<file path="src/rtl/gcm_tag_pkg.sv">
package gcm_tag_pkg;

   // Selected tag length class
   typedef enum logic [1:0] {
      TLEN_SHORT_A = 2'd0,
      TLEN_SHORT_B = 2'd1,
      TLEN_FULL    = 2'd2
   } tag_len_e;

   // Action requested for an accepted tag
   typedef enum logic [1:0] {
      ACT_NONE   = 2'd0,
      ACT_EMIT   = 2'd1,
      ACT_VERIFY = 2'd2
   } tag_act_e;

   function automatic tag_act_e pick_action(input logic fin, input logic inb);
      if (!fin)
         return ACT_NONE;
      return inb ? ACT_VERIFY : ACT_EMIT;
   endfunction

endpackage

</file>
<file path="src/rtl/gcm_tag_size_dec.sv">
module gcm_tag_size_dec
   import gcm_tag_pkg::*;
#(
   parameter int TAG_BYTES = 16,
   parameter int SIZE_W    = 8,
   parameter int SHORT_A   = 8,
   parameter int SHORT_B   = 12
) (
   input  logic [SIZE_W-1:0]    size_raw,
   output tag_len_e             len_cls,
   output logic [TAG_BYTES-1:0] byte_mask
);

   localparam int KEEP_A = TAG_BYTES - SHORT_A;
   localparam int KEEP_B = TAG_BYTES - SHORT_B;

   if (SHORT_A <= 0 || SHORT_A >= TAG_BYTES) begin : g_bad_a
      $error("SHORT_A must lie strictly between 0 and TAG_BYTES");
   end
   if (SHORT_B <= 0 || SHORT_B >= TAG_BYTES || SHORT_B == SHORT_A) begin : g_bad_b
      $error("SHORT_B must be a distinct length below TAG_BYTES");
   end
   if ((1 << SIZE_W) <= TAG_BYTES) begin : g_bad_w
      $error("SIZE_W too narrow for TAG_BYTES");
   end

   always_comb begin
      if (size_raw == SIZE_W'(SHORT_A))
         len_cls = TLEN_SHORT_A;
      else if (size_raw == SIZE_W'(SHORT_B))
         len_cls = TLEN_SHORT_B;
      else
         len_cls = TLEN_FULL;
   end

   for (genvar i = 0; i < TAG_BYTES; i++) begin : g_mask
      always_comb begin
         unique case (len_cls)
            TLEN_SHORT_A: byte_mask[i] = (i >= KEEP_A);
            TLEN_SHORT_B: byte_mask[i] = (i >= KEEP_B);
            default:      byte_mask[i] = 1'b1;
         endcase
      end
   end

endmodule

</file>
<file path="src/rtl/gcm_tag_regs.sv">
module gcm_tag_regs #(
   parameter int TAG_BYTES = 16,
   parameter int SIZE_W    = 8,
   parameter int ADDR_W    = 3,
   parameter int DATA_W    = 32
) (
   input  logic                   clk,
   input  logic                   rst_n,
   input  logic                   reg_wr,
   input  logic [ADDR_W-1:0]      reg_addr,
   input  logic [DATA_W-1:0]      reg_wdata,
   output logic [SIZE_W-1:0]      size_raw,
   output logic [TAG_BYTES*8-1:0] rx_tag
);

   localparam int TAG_W = TAG_BYTES * 8;
   localparam int WORDS = TAG_W / DATA_W;

   if (TAG_W % DATA_W != 0) begin : g_bad_div
      $error("tag width must be a multiple of DATA_W");
   end
   if (SIZE_W > DATA_W) begin : g_bad_size
      $error("SIZE_W wider than the write bus");
   end
   if ((1 << ADDR_W) <= WORDS) begin : g_bad_addr
      $error("ADDR_W cannot reach every tag word");
   end

   always_ff @(posedge clk or negedge rst_n) begin
      if (!rst_n)
         size_raw <= '0;
      else if (reg_wr && reg_addr == '0)
         size_raw <= reg_wdata[SIZE_W-1:0];
   end

   // Word k (address k+1) covers the k-th slice counted from the top
   for (genvar k = 0; k < WORDS; k++) begin : g_word
      localparam int HI = TAG_W - 1 - k * DATA_W;
      always_ff @(posedge clk or negedge rst_n) begin
         if (!rst_n)
            rx_tag[HI -: DATA_W] <= '0;
         else if (reg_wr && reg_addr == ADDR_W'(k + 1))
            rx_tag[HI -: DATA_W] <= reg_wdata;
      end
   end

endmodule

</file>
<file path="src/rtl/gcm_tag_engine.sv">
module gcm_tag_engine #(
   parameter int TAG_BYTES = 16
) (
   input  logic [TAG_BYTES*8-1:0] tag_in,
   input  logic [TAG_BYTES*8-1:0] rx_tag,
   input  logic [TAG_BYTES-1:0]   byte_mask,
   output logic [TAG_BYTES*8-1:0] tag_cut,
   output logic                   mismatch
);

   logic [TAG_BYTES-1:0] byte_diff;

   // Every byte is compared in parallel; the verdict is a plain OR over all lanes
   for (genvar i = 0; i < TAG_BYTES; i++) begin : g_lane
      assign tag_cut[8*i +: 8] = byte_mask[i] ? tag_in[8*i +: 8] : 8'h00;
      assign byte_diff[i]      = byte_mask[i] & (|(tag_in[8*i +: 8] ^ rx_tag[8*i +: 8]));
   end

   assign mismatch = |byte_diff;

endmodule

</file>
<file path="src/rtl/gcm_tag_finish.sv">
module gcm_tag_finish
   import gcm_tag_pkg::*;
#(
   parameter int TAG_BYTES = 16,
   parameter int SIZE_W    = 8,
   parameter int SHORT_A   = 8,
   parameter int SHORT_B   = 12,
   parameter int ADDR_W    = 3,
   parameter int DATA_W    = 32
) (
   input  logic                   clk,
   input  logic                   rst_n,
   input  logic                   reg_wr,
   input  logic [ADDR_W-1:0]      reg_addr,
   input  logic [DATA_W-1:0]      reg_wdata,
   input  logic                   in_valid,
   output logic                   in_ready,
   input  logic [TAG_BYTES*8-1:0] in_tag,
   input  logic                   in_final,
   input  logic                   in_inbound,
   output logic                   out_valid,
   output logic [TAG_BYTES*8-1:0] out_tag,
   output logic [TAG_BYTES-1:0]   out_bytes_en,
   output logic                   chk_done,
   output logic                   chk_fail
);

   localparam int TAG_W = TAG_BYTES * 8;

   logic [SIZE_W-1:0]    size_raw;
   logic [TAG_W-1:0]     rx_tag;
   tag_len_e             len_cls;
   logic [TAG_BYTES-1:0] byte_mask;
   logic [TAG_W-1:0]     tag_cut;
   logic                 mismatch;
   logic                 ready_q;
   logic                 accept;
   tag_act_e             act;

   gcm_tag_regs #(
      .TAG_BYTES(TAG_BYTES), .SIZE_W(SIZE_W), .ADDR_W(ADDR_W), .DATA_W(DATA_W)
   ) u_regs (
      .clk(clk), .rst_n(rst_n), .reg_wr(reg_wr), .reg_addr(reg_addr),
      .reg_wdata(reg_wdata), .size_raw(size_raw), .rx_tag(rx_tag)
   );

   gcm_tag_size_dec #(
      .TAG_BYTES(TAG_BYTES), .SIZE_W(SIZE_W), .SHORT_A(SHORT_A), .SHORT_B(SHORT_B)
   ) u_dec (
      .size_raw(size_raw), .len_cls(len_cls), .byte_mask(byte_mask)
   );

   gcm_tag_engine #(
      .TAG_BYTES(TAG_BYTES)
   ) u_eng (
      .tag_in(in_tag), .rx_tag(rx_tag), .byte_mask(byte_mask),
      .tag_cut(tag_cut), .mismatch(mismatch)
   );

   always_ff @(posedge clk or negedge rst_n) begin
      if (!rst_n) ready_q <= 1'b0;
      else        ready_q <= 1'b1;
   end

   assign in_ready = ready_q;
   assign accept   = in_valid & ready_q;
   assign act      = accept ? pick_action(in_final, in_inbound) : ACT_NONE;

   always_ff @(posedge clk or negedge rst_n) begin
      if (!rst_n) begin
         out_valid    <= 1'b0;
         chk_done     <= 1'b0;
         chk_fail     <= 1'b0;
         out_tag      <= '0;
         out_bytes_en <= '0;
      end else begin
         out_valid <= (act == ACT_EMIT);
         chk_done  <= (act == ACT_VERIFY);
         chk_fail  <= (act == ACT_VERIFY) & mismatch;
         if (act == ACT_EMIT) begin
            out_tag      <= tag_cut;
            out_bytes_en <= byte_mask;
         end
      end
   end

endmodule

</file>
<file path="config.mk">
export PLATFORM = sky130hd
export DESIGN_NAME = gcm_tag_finish
export DESIGN_NICKNAME = d
export VERILOG_FILES = /design/src/rtl/gcm_tag_pkg.sv /design/src/rtl/gcm_tag_size_dec.sv /design/src/rtl/gcm_tag_regs.sv /design/src/rtl/gcm_tag_engine.sv /design/src/rtl/gcm_tag_finish.sv
export SDC_FILE = /design/constraint.sdc
export NUM_CORES = 1
export LEC_CHECK = 0
export BUFFER_PORTS_ARGS = -buffer_cell sky130_fd_sc_hd__buf_2
export CAP_MARGIN = 20
export CORE_UTILIZATION = 35
export DETAILED_ROUTE_END_ITERATION = 10
export SLEW_MARGIN = 20
export SYNTH_ARGS = -nofsm -noshare
export SYNTH_HDL_FRONTEND = slang
export SYNTH_HIERARCHICAL = 1
export SYNTH_SLANG_ARGS = --single-unit
</file>
<file path="constraint.sdc">
create_clock -name clk -period 4.1 [get_ports clk]
set_input_delay 0.615 -clock clk [delete_from_list [all_inputs] [get_ports clk]]
set_output_delay 0.615 -clock clk [all_outputs]
set_load 0.02 [all_outputs]
</file>
==> out/qor.txt, run 1 <==
status: complete, no violations
Num Clock Sinks: 284
IO Port Bufs: 316
Initial Util: 35.6%
HP Class: in -> async
Setup crit start kind: register
die area: 39200 um^2
P&R area growth vs syn: 24.1%
Post-Route WL: 34500 um
Leakage Power: 7.79 nW
RSZ-0062 raised after global routing: false
Final GP Congestion: 0.776
vias in the first global route: 8642
Cells after DPL: 1738
cell area after layout: 16700 um^2
clk buf depth: 3
Final ANT Viol Nets: 0
Post-Synthesis Cells: 933
yosys warns: 6
Post-CTS Hold Buffers: 0
I/O pins: 317
Num CTS Buffers: 34
Worst-Skew Late Latency: 0.54 ns
Final setup viols: 0
Max Freq: 354 MHz
Tcrit/Tclk final: 68.8%
FILL cells: 3517
Worst setup EP type: register
# nets final: 1432
post-CTS setup buffers: 0
commonest non-fill, non-tap cell in the layout: buf_2
final std cells w/o fill: 1799
via/cell ratio: 4.60
Initial DRT Pass Iterations: 4
initial antenna violation count: 2
Worst-Margin Slew: 0.884 ns
min Tclk post-route: 2.82 ns
crit path kind: reg -> reg
1st-iter DRT viols: 263
Post-CTS Resized: 0
Cell Area, Synth: 13500 um^2
MaxCap Viol Count: 0
pin count of the biggest net entering global routing: 108
row count: 71
H-tree Lvls: 2
Overall Power: 0.00905 W
most frequent cells in the layout: 315 x buf_2, 284 x dfrtp_1, 171 x mux2_2, 128 x and2_1, 128 x xnor2_1
first-pass GRT wire length: 52400 um
Max FO, Critical Path: 20
power per cell area: 542 nW/um^2
core area: 37800 um^2
clk slew on worst S/H paths: 0.06 ns
Ant. Diodes: 0
Clock Skew: 0.0101 ns
vias after detailed routing: 8271
Worst VDD drop: 360 uV
Routed WL per cell: 19.2 um
Avg Inst Size Synth: 14.4 um^2
layout cell share with drive strength beyond 1: 52.7%
GRT Resource Usage Total: 17.7%
Slew headroom: 41.0%
post-DP HPWL: 24700 um
critical path arrival: 3.25 ns
GR Overflow Total: 0
placed cell areas: 15500 um^2
CTS tree: built
final setup TNS: 0 ns
DIE WIDTH: 198 um
DRC viols: 0
count of final hold-check violations: 0
CTS root buffer: clkbuf_16
final slew viol count: 0
DIE HEIGHT: 198 um
Worst EP required: 4.52 ns
-- worst paths after layout --
| check | start | slack [ns] | cells past startpoint | to |
|---|---|---|---|---|
| setup / recovery | u_regs/size_raw[5]$_DFFE_PN0P_ | 1.28 | 6 | chk_fail$_DFF_PN0_ |
| hold / removal | rst_n | 0.16 | 1 | out_tag[77]$_DFFE_PN0N_ |
| setup reg to reg | u_regs/size_raw[5]$_DFFE_PN0P_ | 1.28 | 6 | chk_fail$_DFF_PN0_ |
| hold reg to reg | out_tag[1]$_DFFE_PN0N_ | 0.50 | 1 | out_tag[1]$_DFFE_PN0N_ |
| max in group asynchronous | rst_n | 2.85 | 2 | u_regs/rx_tag[80]$_DFFE_PN0P_ |
| min in group clk | reg_wdata[30] | 0.40 | 2 | u_regs/rx_tag[126]$_DFFE_PN0P_ |
-- per-stage QoR --
stage / util [%] / setup WS [ns] / hold WS, ns
4_1_cts: 44.2 / 1.05 / 0.182
3_5_place_dp: 41.0 / 1.06 / 0.488
2_1_floorplan: - / 2.07 / 0.319
5_1_grt: 44.2 / 0.938 / 0.204
6_report: 44.2 / 1.28 / 0.156
3_3_place_gp: 41.0 / 1.11 / 0.482
-- cell type report --
class                           instances  area, um^2  share of cell area [%]
Sequential cell                       284        7110                    42.6
Timing Repair Buffer                  332        1740                    10.4
Tap cell                              511         639                    3.83
Inverter                                1        3.75                  0.0225
Clock inverter                         12         139                   0.832
Clock buffer                           49        1070                    6.41
Multi-Input combinational cell        610        6000                    36.0
-- routing by layer --
metal	wire length (um)	global-route usage, %
met5	19	0
met4	510	4.25
met3	2150	5.02
met2	15900	27.9
met1	15900	23.9
-- power breakdown --
group	internal (W)	leakage (nW)	switching [W]	total (W)
clock	0.00200	0.608	0.00122	0.00323
sequential	0.00339	3.46	0.000370	0.00376
combinational	0.00109	3.73	0.000979	0.00207
total	0.00648	7.79	0.00257	0.00905
-- flip-flops by register name (all words and copies together), names as in the netlist --
| name | count |
|---|---|
| out_tag | 128 |
| u_regs/rx_tag | 128 |
| out_bytes_en | 16 |
| u_regs/size_raw | 8 |
| chk_done | 1 |
| chk_fail | 1 |
| in_ready | 1 |
| out_valid | 1 |
-- worst max-delay path, stage by stage, from the launching register on --
cell and delay, ns:
dfrtp_1 0.39, nor4_2 0.36, nand3_2 0.55, o21ai_1 0.37
nand4_1 0.29, or4_1 0.59, and2_1 0.15
No activity file was read; power rests on OpenSTA's default activity.
==> run 2, diff against run 1 <==
- ABC_AREA: not set -> 1
- clock period: 4.1 -> 2.76 ns (I/O delays scaled with it)
==> out/qor.txt, run 2 <==
status: complete, no violations
yosys warns: 6
count of final hold-check violations: 0
post-CTS setup buffers: 0
I/O pins: 317
pin count of the biggest net entering global routing: 146
cell area after layout: 17300 um^2
first-pass GRT wire length: 68700 um
Worst-Skew Late Latency: 0.54 ns
placed cell areas: 16100 um^2
Initial Util: 35.8%
Routed WL per cell: 16.4 um
clk buf depth: 3
CP Depth: 11
Final GP Congestion: 0.830
DRC viols: 0
FF+latch area: 7110 um^2
Avg Inst Size Synth: 7.59 um^2
power per cell area: 742 nW/um^2
CTS tree: built
cell family with most CP delay: simple AND/OR/NAND/NOR gates
clk slew on worst S/H paths: 0.06 ns
final std cells w/o fill: 2709
Clock Skew: 0.0223 ns
Initial DRT Pass Iterations: 5
crit path kind: reg -> reg
CTS root buffer: clkbuf_16
Leakage Power: 10.3 nW
H-tree Lvls: 2
most frequent cells in the layout: 894 x nand2_1, 315 x buf_2, 284 x dfrtp_1, 248 x nand3_1, 181 x inv_1
Post-CTS Resized: 0
Num CTS Buffers: 36
Tcrit/Tclk final: 64.1%
hold-critical path depth: 3
RSZ-0062 raised after global routing: false
layout cell share with drive strength beyond 1: 18.6%
DIE WIDTH: 204 um
initial antenna violation count: 7
Post-CTS Hold Buffers: 1
CP max stage cell: dfrtp_1
Final ANT Viol Nets: 0
via/cell ratio: 4.64
area of the multi-input gates: 5890 um^2
Cells after DPL: 2640
Overall Power: 0.0128 W
vias after detailed routing: 12.6k
HP Class: in -> reg
Worst path max stage delay: 0.37 ns
Slew headroom: 34.4%
largest registers: out_tag x128, u_regs/rx_tag x128, out_bytes_en x16
GR Overflow Total: 0
P&R area growth vs syn: 20.8%
critical path arrival: 2.17 ns
MaxCap Viol Count: 0
CP dominant cell by count: nand2_1
die area: 41700 um^2
final setup TNS: 0 ns
Cell Area, Synth: 14300 um^2
Worst setup EP type: register
vias in the first global route: 12.1k
min Tclk post-route: 1.77 ns
FILL cells: 4108
Worst VDD drop: 469 uV
post-DP HPWL: 30900 um
Final setup viols: 0
Max Freq: 566 MHz
worst-case reg-to-reg path depth: 11
GRT Resource Usage Total: 21.3%
Worst-Margin Slew: 0.984 ns
final slew viol count: 0
Setup crit start kind: register
IO Port Bufs: 316
Post-Synthesis Cells: 1886
Num Clock Sinks: 284
Max FO, Critical Path: 5
Worst Path Buf+Inv: 2
DIE HEIGHT: 204 um
core area: 40000 um^2
final hold slack: 0.152 ns
row count: 73
Worst EP required: 3.17 ns
CP cell instances: nor2_1, nand2_1, nor2_1, inv_1, nand2_1, nand2_1, inv_1, nand2_1, nor2_1, nand2_1, nor3b_1
# nets final: 2323
1st-iter DRT viols: 838
Post-Route WL: 44300 um
commonest non-fill, non-tap cell in the layout: nand2_1
## run 2: worst paths after layout
kind / from / to / slack, ns
hold reg to reg: out_tag[106]$_DFFE_PN0N_ / out_tag[106]$_DFFE_PN0N_ / 0.46
max in group asynchronous: rst_n / out_tag[29]$_DFFE_PN0N_ / 1.44
setup / recovery: u_regs/size_raw[7]$_DFFE_PN0P_ / chk_fail$_DFF_PN0_ / 0.99
setup reg to reg: u_regs/size_raw[7]$_DFFE_PN0P_ / chk_fail$_DFF_PN0_ / 0.99
hold / removal: in_final / chk_done$_DFF_PN0_ / 0.15
min in group asynchronous: rst_n / out_tag[93]$_DFFE_PN0N_ / 0.45
## run 2: layout make-up
type,count,share of cell area (%)
flip-flops and latches,284,41.1
clock buffers,51,6.18
multi-input cells,1314,34.0
diodes,7,0.101
inverters,184,4.01
well taps,525,3.80
clock inverters,10,0.456
repair buffers,334,10.4
## run 2: report_power, final
part / internal [W] / switching [W] / leakage (nW) / total, W
Combinational: 0.00105 / 0.00178 / 6.09 / 0.00283
Sequential: 0.00492 / 0.000482 / 3.61 / 0.00540
Clock: 0.00277 / 0.00183 / 0.576 / 0.00460
## run 2: worst register-to-register path, delay by kind of cell, from the launching register on
family | cells | cell delay, ns
and+or+nand+nor | 9 | 1.00
DFF | 1 | 0.37
buffers and inverters | 2 | 0.27
## run 2: per-layer routing
layer,GRT usage (%),share of wire (%),up-vias
met4,6.45,2.1,2
met5,0,0.038,-
met3,3.91,6.0,53
met2,33.4,45,395
li1,-,-,6213
met1,29.9,47,5910
## run 2: per-stage QoR
step / setup WS [ns] / utilization (%)
after global placement: 0.881 / 40.3
final: 0.992 / 43.3
after floorplan: 1.12 / -
after detailed placement: 0.843 / 40.3
after global routing: 0.784 / 43.2
after CTS: 0.942 / 43.2
==> run 3, diff against run 2 <==
- clock period: 2.76 -> 1.46 ns (I/O delays scaled with it)
==> out/qor.txt, run 3 (same netlist as run 2, synthesis figures left out) <==
Pint: 0.0173 W
Final ANT Viol Nets: 0
DRC viols: 0
Post-Route WL: 45800 um
power per cell area: 1370 nW/um^2
Final Worst Setup Slack: -0.189 ns
critical path arrival: 2.08 ns
Initial Util: 35.8%
FF+latch area: 7110 um^2
core area: 40000 um^2
Worst EP required: 1.89 ns
Worst-Skew Late Latency: 0.55 ns
row count: 73
pin count of the biggest net entering global routing: 68
clk buf depth: 3
initial antenna violation count: 7
final std cells w/o fill: 2785
failing checks: setup timing
Num Clock Sinks: 284
count of final hold-check violations: 0
Sw Ratio: 31.4%
vias after detailed routing: 12.8k
clk slew on worst S/H paths: 0.06 ns
H-tree Lvls: 2
Clock Skew: 0.0254 ns
I/O pins: 317
Worst setup EP type: register
CTS tree: built
min Tclk post-route: 1.65 ns
CP cell instances: nor2_2, nand2_2, nor2_4, nor2_4, buf_6, nand2_2, nand2_2, inv_2, nand2_4, nor2_4, nand2_1, nor3b_2
post-DP HPWL: 33300 um
post-place setup slack: -0.275 ns
Final setup viols: 37
vias in the first global route: 12.5k
DIE HEIGHT: 204 um
area of the multi-input gates: 6020 um^2
Initial DRT Pass Iterations: 5
commonest non-fill, non-tap cell in the layout: nand2_1
MaxCap Viol Count: 0
GR Overflow Total: 0
Tcrit/Tclk final: 113%
status: finished, violations left
cell family with most CP delay: simple AND/OR/NAND/NOR gates
Comb power frac: 22.7%
Max Freq: 606 MHz
Num CTS Buffers: 36
Worst VDD drop: 744 uV
Max FO, Critical Path: 5
DIE WIDTH: 204 um
layout cell share with drive strength beyond 1: 21.7%
die area: 41700 um^2
# nets final: 2396
Worst Path Buf+Inv: 2
CP max stage cell: dfrtp_1
RSZ-0062 raised after global routing: true
sequential share of power: 40.4%
largest registers: out_tag x128, u_regs/rx_tag x128, out_bytes_en x16
HP Class: in -> reg
final slew viol count: 0
crit path kind: reg -> reg
FILL cells: 4020
clock network power share: 36.9%
Setup crit start kind: register
Routed WL per cell: 16.4 um
most frequent cells in the layout: 875 x nand2_1, 315 x buf_2, 284 x dfrtp_1, 239 x nand3_1, 177 x inv_1
IO Port Bufs: 316
Leakage Power: 10.8 nW
CTS root buffer: clkbuf_16
P&R area growth vs syn: 28.6%
1st-iter DRT viols: 758
Final GP Congestion: 0.814
GRT Resource Usage Total: 22.0%
NetSw: 0.00794 W
first-pass GRT wire length: 70900 um
Worst path max stage delay: 0.40 ns
Cells after DPL: 2678
via/cell ratio: 4.61
## run 3: cell count changes in the layout (fill, tap and decap cells not counted), moves of 7 or more
cell / previous run / this run
buf_12: 5 / 26
buf_4: 12 / 31
dlygate4sd3_1: 1 / 31
nand2_1: 894 / 875
nand2_2: 2 / 20
nand3_1: 248 / 239
nand3_2: 0 / 9
nor2_1: 40 / 33
## run 3: layer usage
metal	up-vias	track usage [%]	routed length, um
met1	6022	30.6	21200
li1	6360	-	-
met5	-	0	31
met2	376	34.3	20800
met3	74	4.54	2600
met4	4	6.53	1090
## run 3: worst register-to-register path, cell delays in order, from the launching register on
cell and delay (ns):
dfrtp_1 0.40, nor2_2 0.15, nand2_2 0.08, nor2_4 0.17
nor2_4 0.06, buf_6 0.13, nand2_2 0.07, nand2_2 0.06
inv_2 0.08, nand2_4 0.07, nor2_4 0.07, nand2_1 0.05
nor3b_2 0.14
## run 3: final timing paths
| check | endpoint | startpoint | slack, ns | depth (start not counted) |
|---|---|---|---|---|
| min in group asynchronous | out_tag[95]$_DFFE_PN0N_ | rst_n | 0.13 | 2 |
| max in group asynchronous | out_tag[13]$_DFFE_PN0N_ | rst_n | 0.68 | 3 |
| max reg2reg | chk_fail$_DFF_PN0_ | u_regs/size_raw[1]$_DFFE_PN0P_ | -0.19 | 12 |
| max | chk_fail$_DFF_PN0_ | u_regs/size_raw[1]$_DFFE_PN0P_ | -0.19 | 12 |
| min | out_tag[87]$_DFFE_PN0N_ | in_tag[87] | 0.03 | 5 |
| min reg2reg | out_tag[117]$_DFFE_PN0N_ | out_tag[117]$_DFFE_PN0N_ | 0.46 | 2 |
## run 3: per-stage QoR
stage	hold slack [ns]	area (um^2)	setup TNS, ns	total power [W]	utilization, %
final	0.0305	18400	-2.47	0.0252	46.0
after global routing	0.00912	18400	-7.03	0.0267	46.0
after CTS	0.000323	18300	-2.19	0.0255	45.7
after detailed placement	0.0877	16600	-4.15	0.0159	41.6
after global placement	0.0875	16600	-2.33	0.0158	41.6
after floorplan	-0.0766	14400	-0.101	0.0137	-
## run 3: final cells by class
| type | instances | share of cell area (%) |
|---|---|---|
| multi-input cells | 1314 | 32.7 |
| well taps | 525 | 3.57 |
| repair buffers | 407 | 14.6 |
| diodes | 6 | 0.0815 |
| flip-flops and latches | 284 | 38.6 |
| inverters | 184 | 3.78 |
| clock buffers | 51 | 5.75 |
| clock inverters | 14 | 0.978 |
## run 3: timing repair
| item | 4_1_cts | 5_1_grt |
|---|---|---|
| setup endpoints to repair | 64 | 71 |
| resized for setup | 22 | 33 |
| hold buffers | 31 | 0 |
| hold endpoints to repair | 237 | 0 |
| gates cloned | 0 | 0 |
| pin swaps | 8 | 10 |
| setup buffers | 3 | 2 |
## run 3: power by group through the flow
stage | combinational (W) | sequential [W] | clock, W
after floorplan | 0.00263 | 0.0111 | 0
after global routing | 0.00639 | 0.0104 | 0.00988
final | 0.00573 | 0.0102 | 0.00931
after CTS | 0.00573 | 0.0102 | 0.00956
after global placement | 0.00549 | 0.0103 | 0
after detailed placement | 0.00559 | 0.0103 | 0
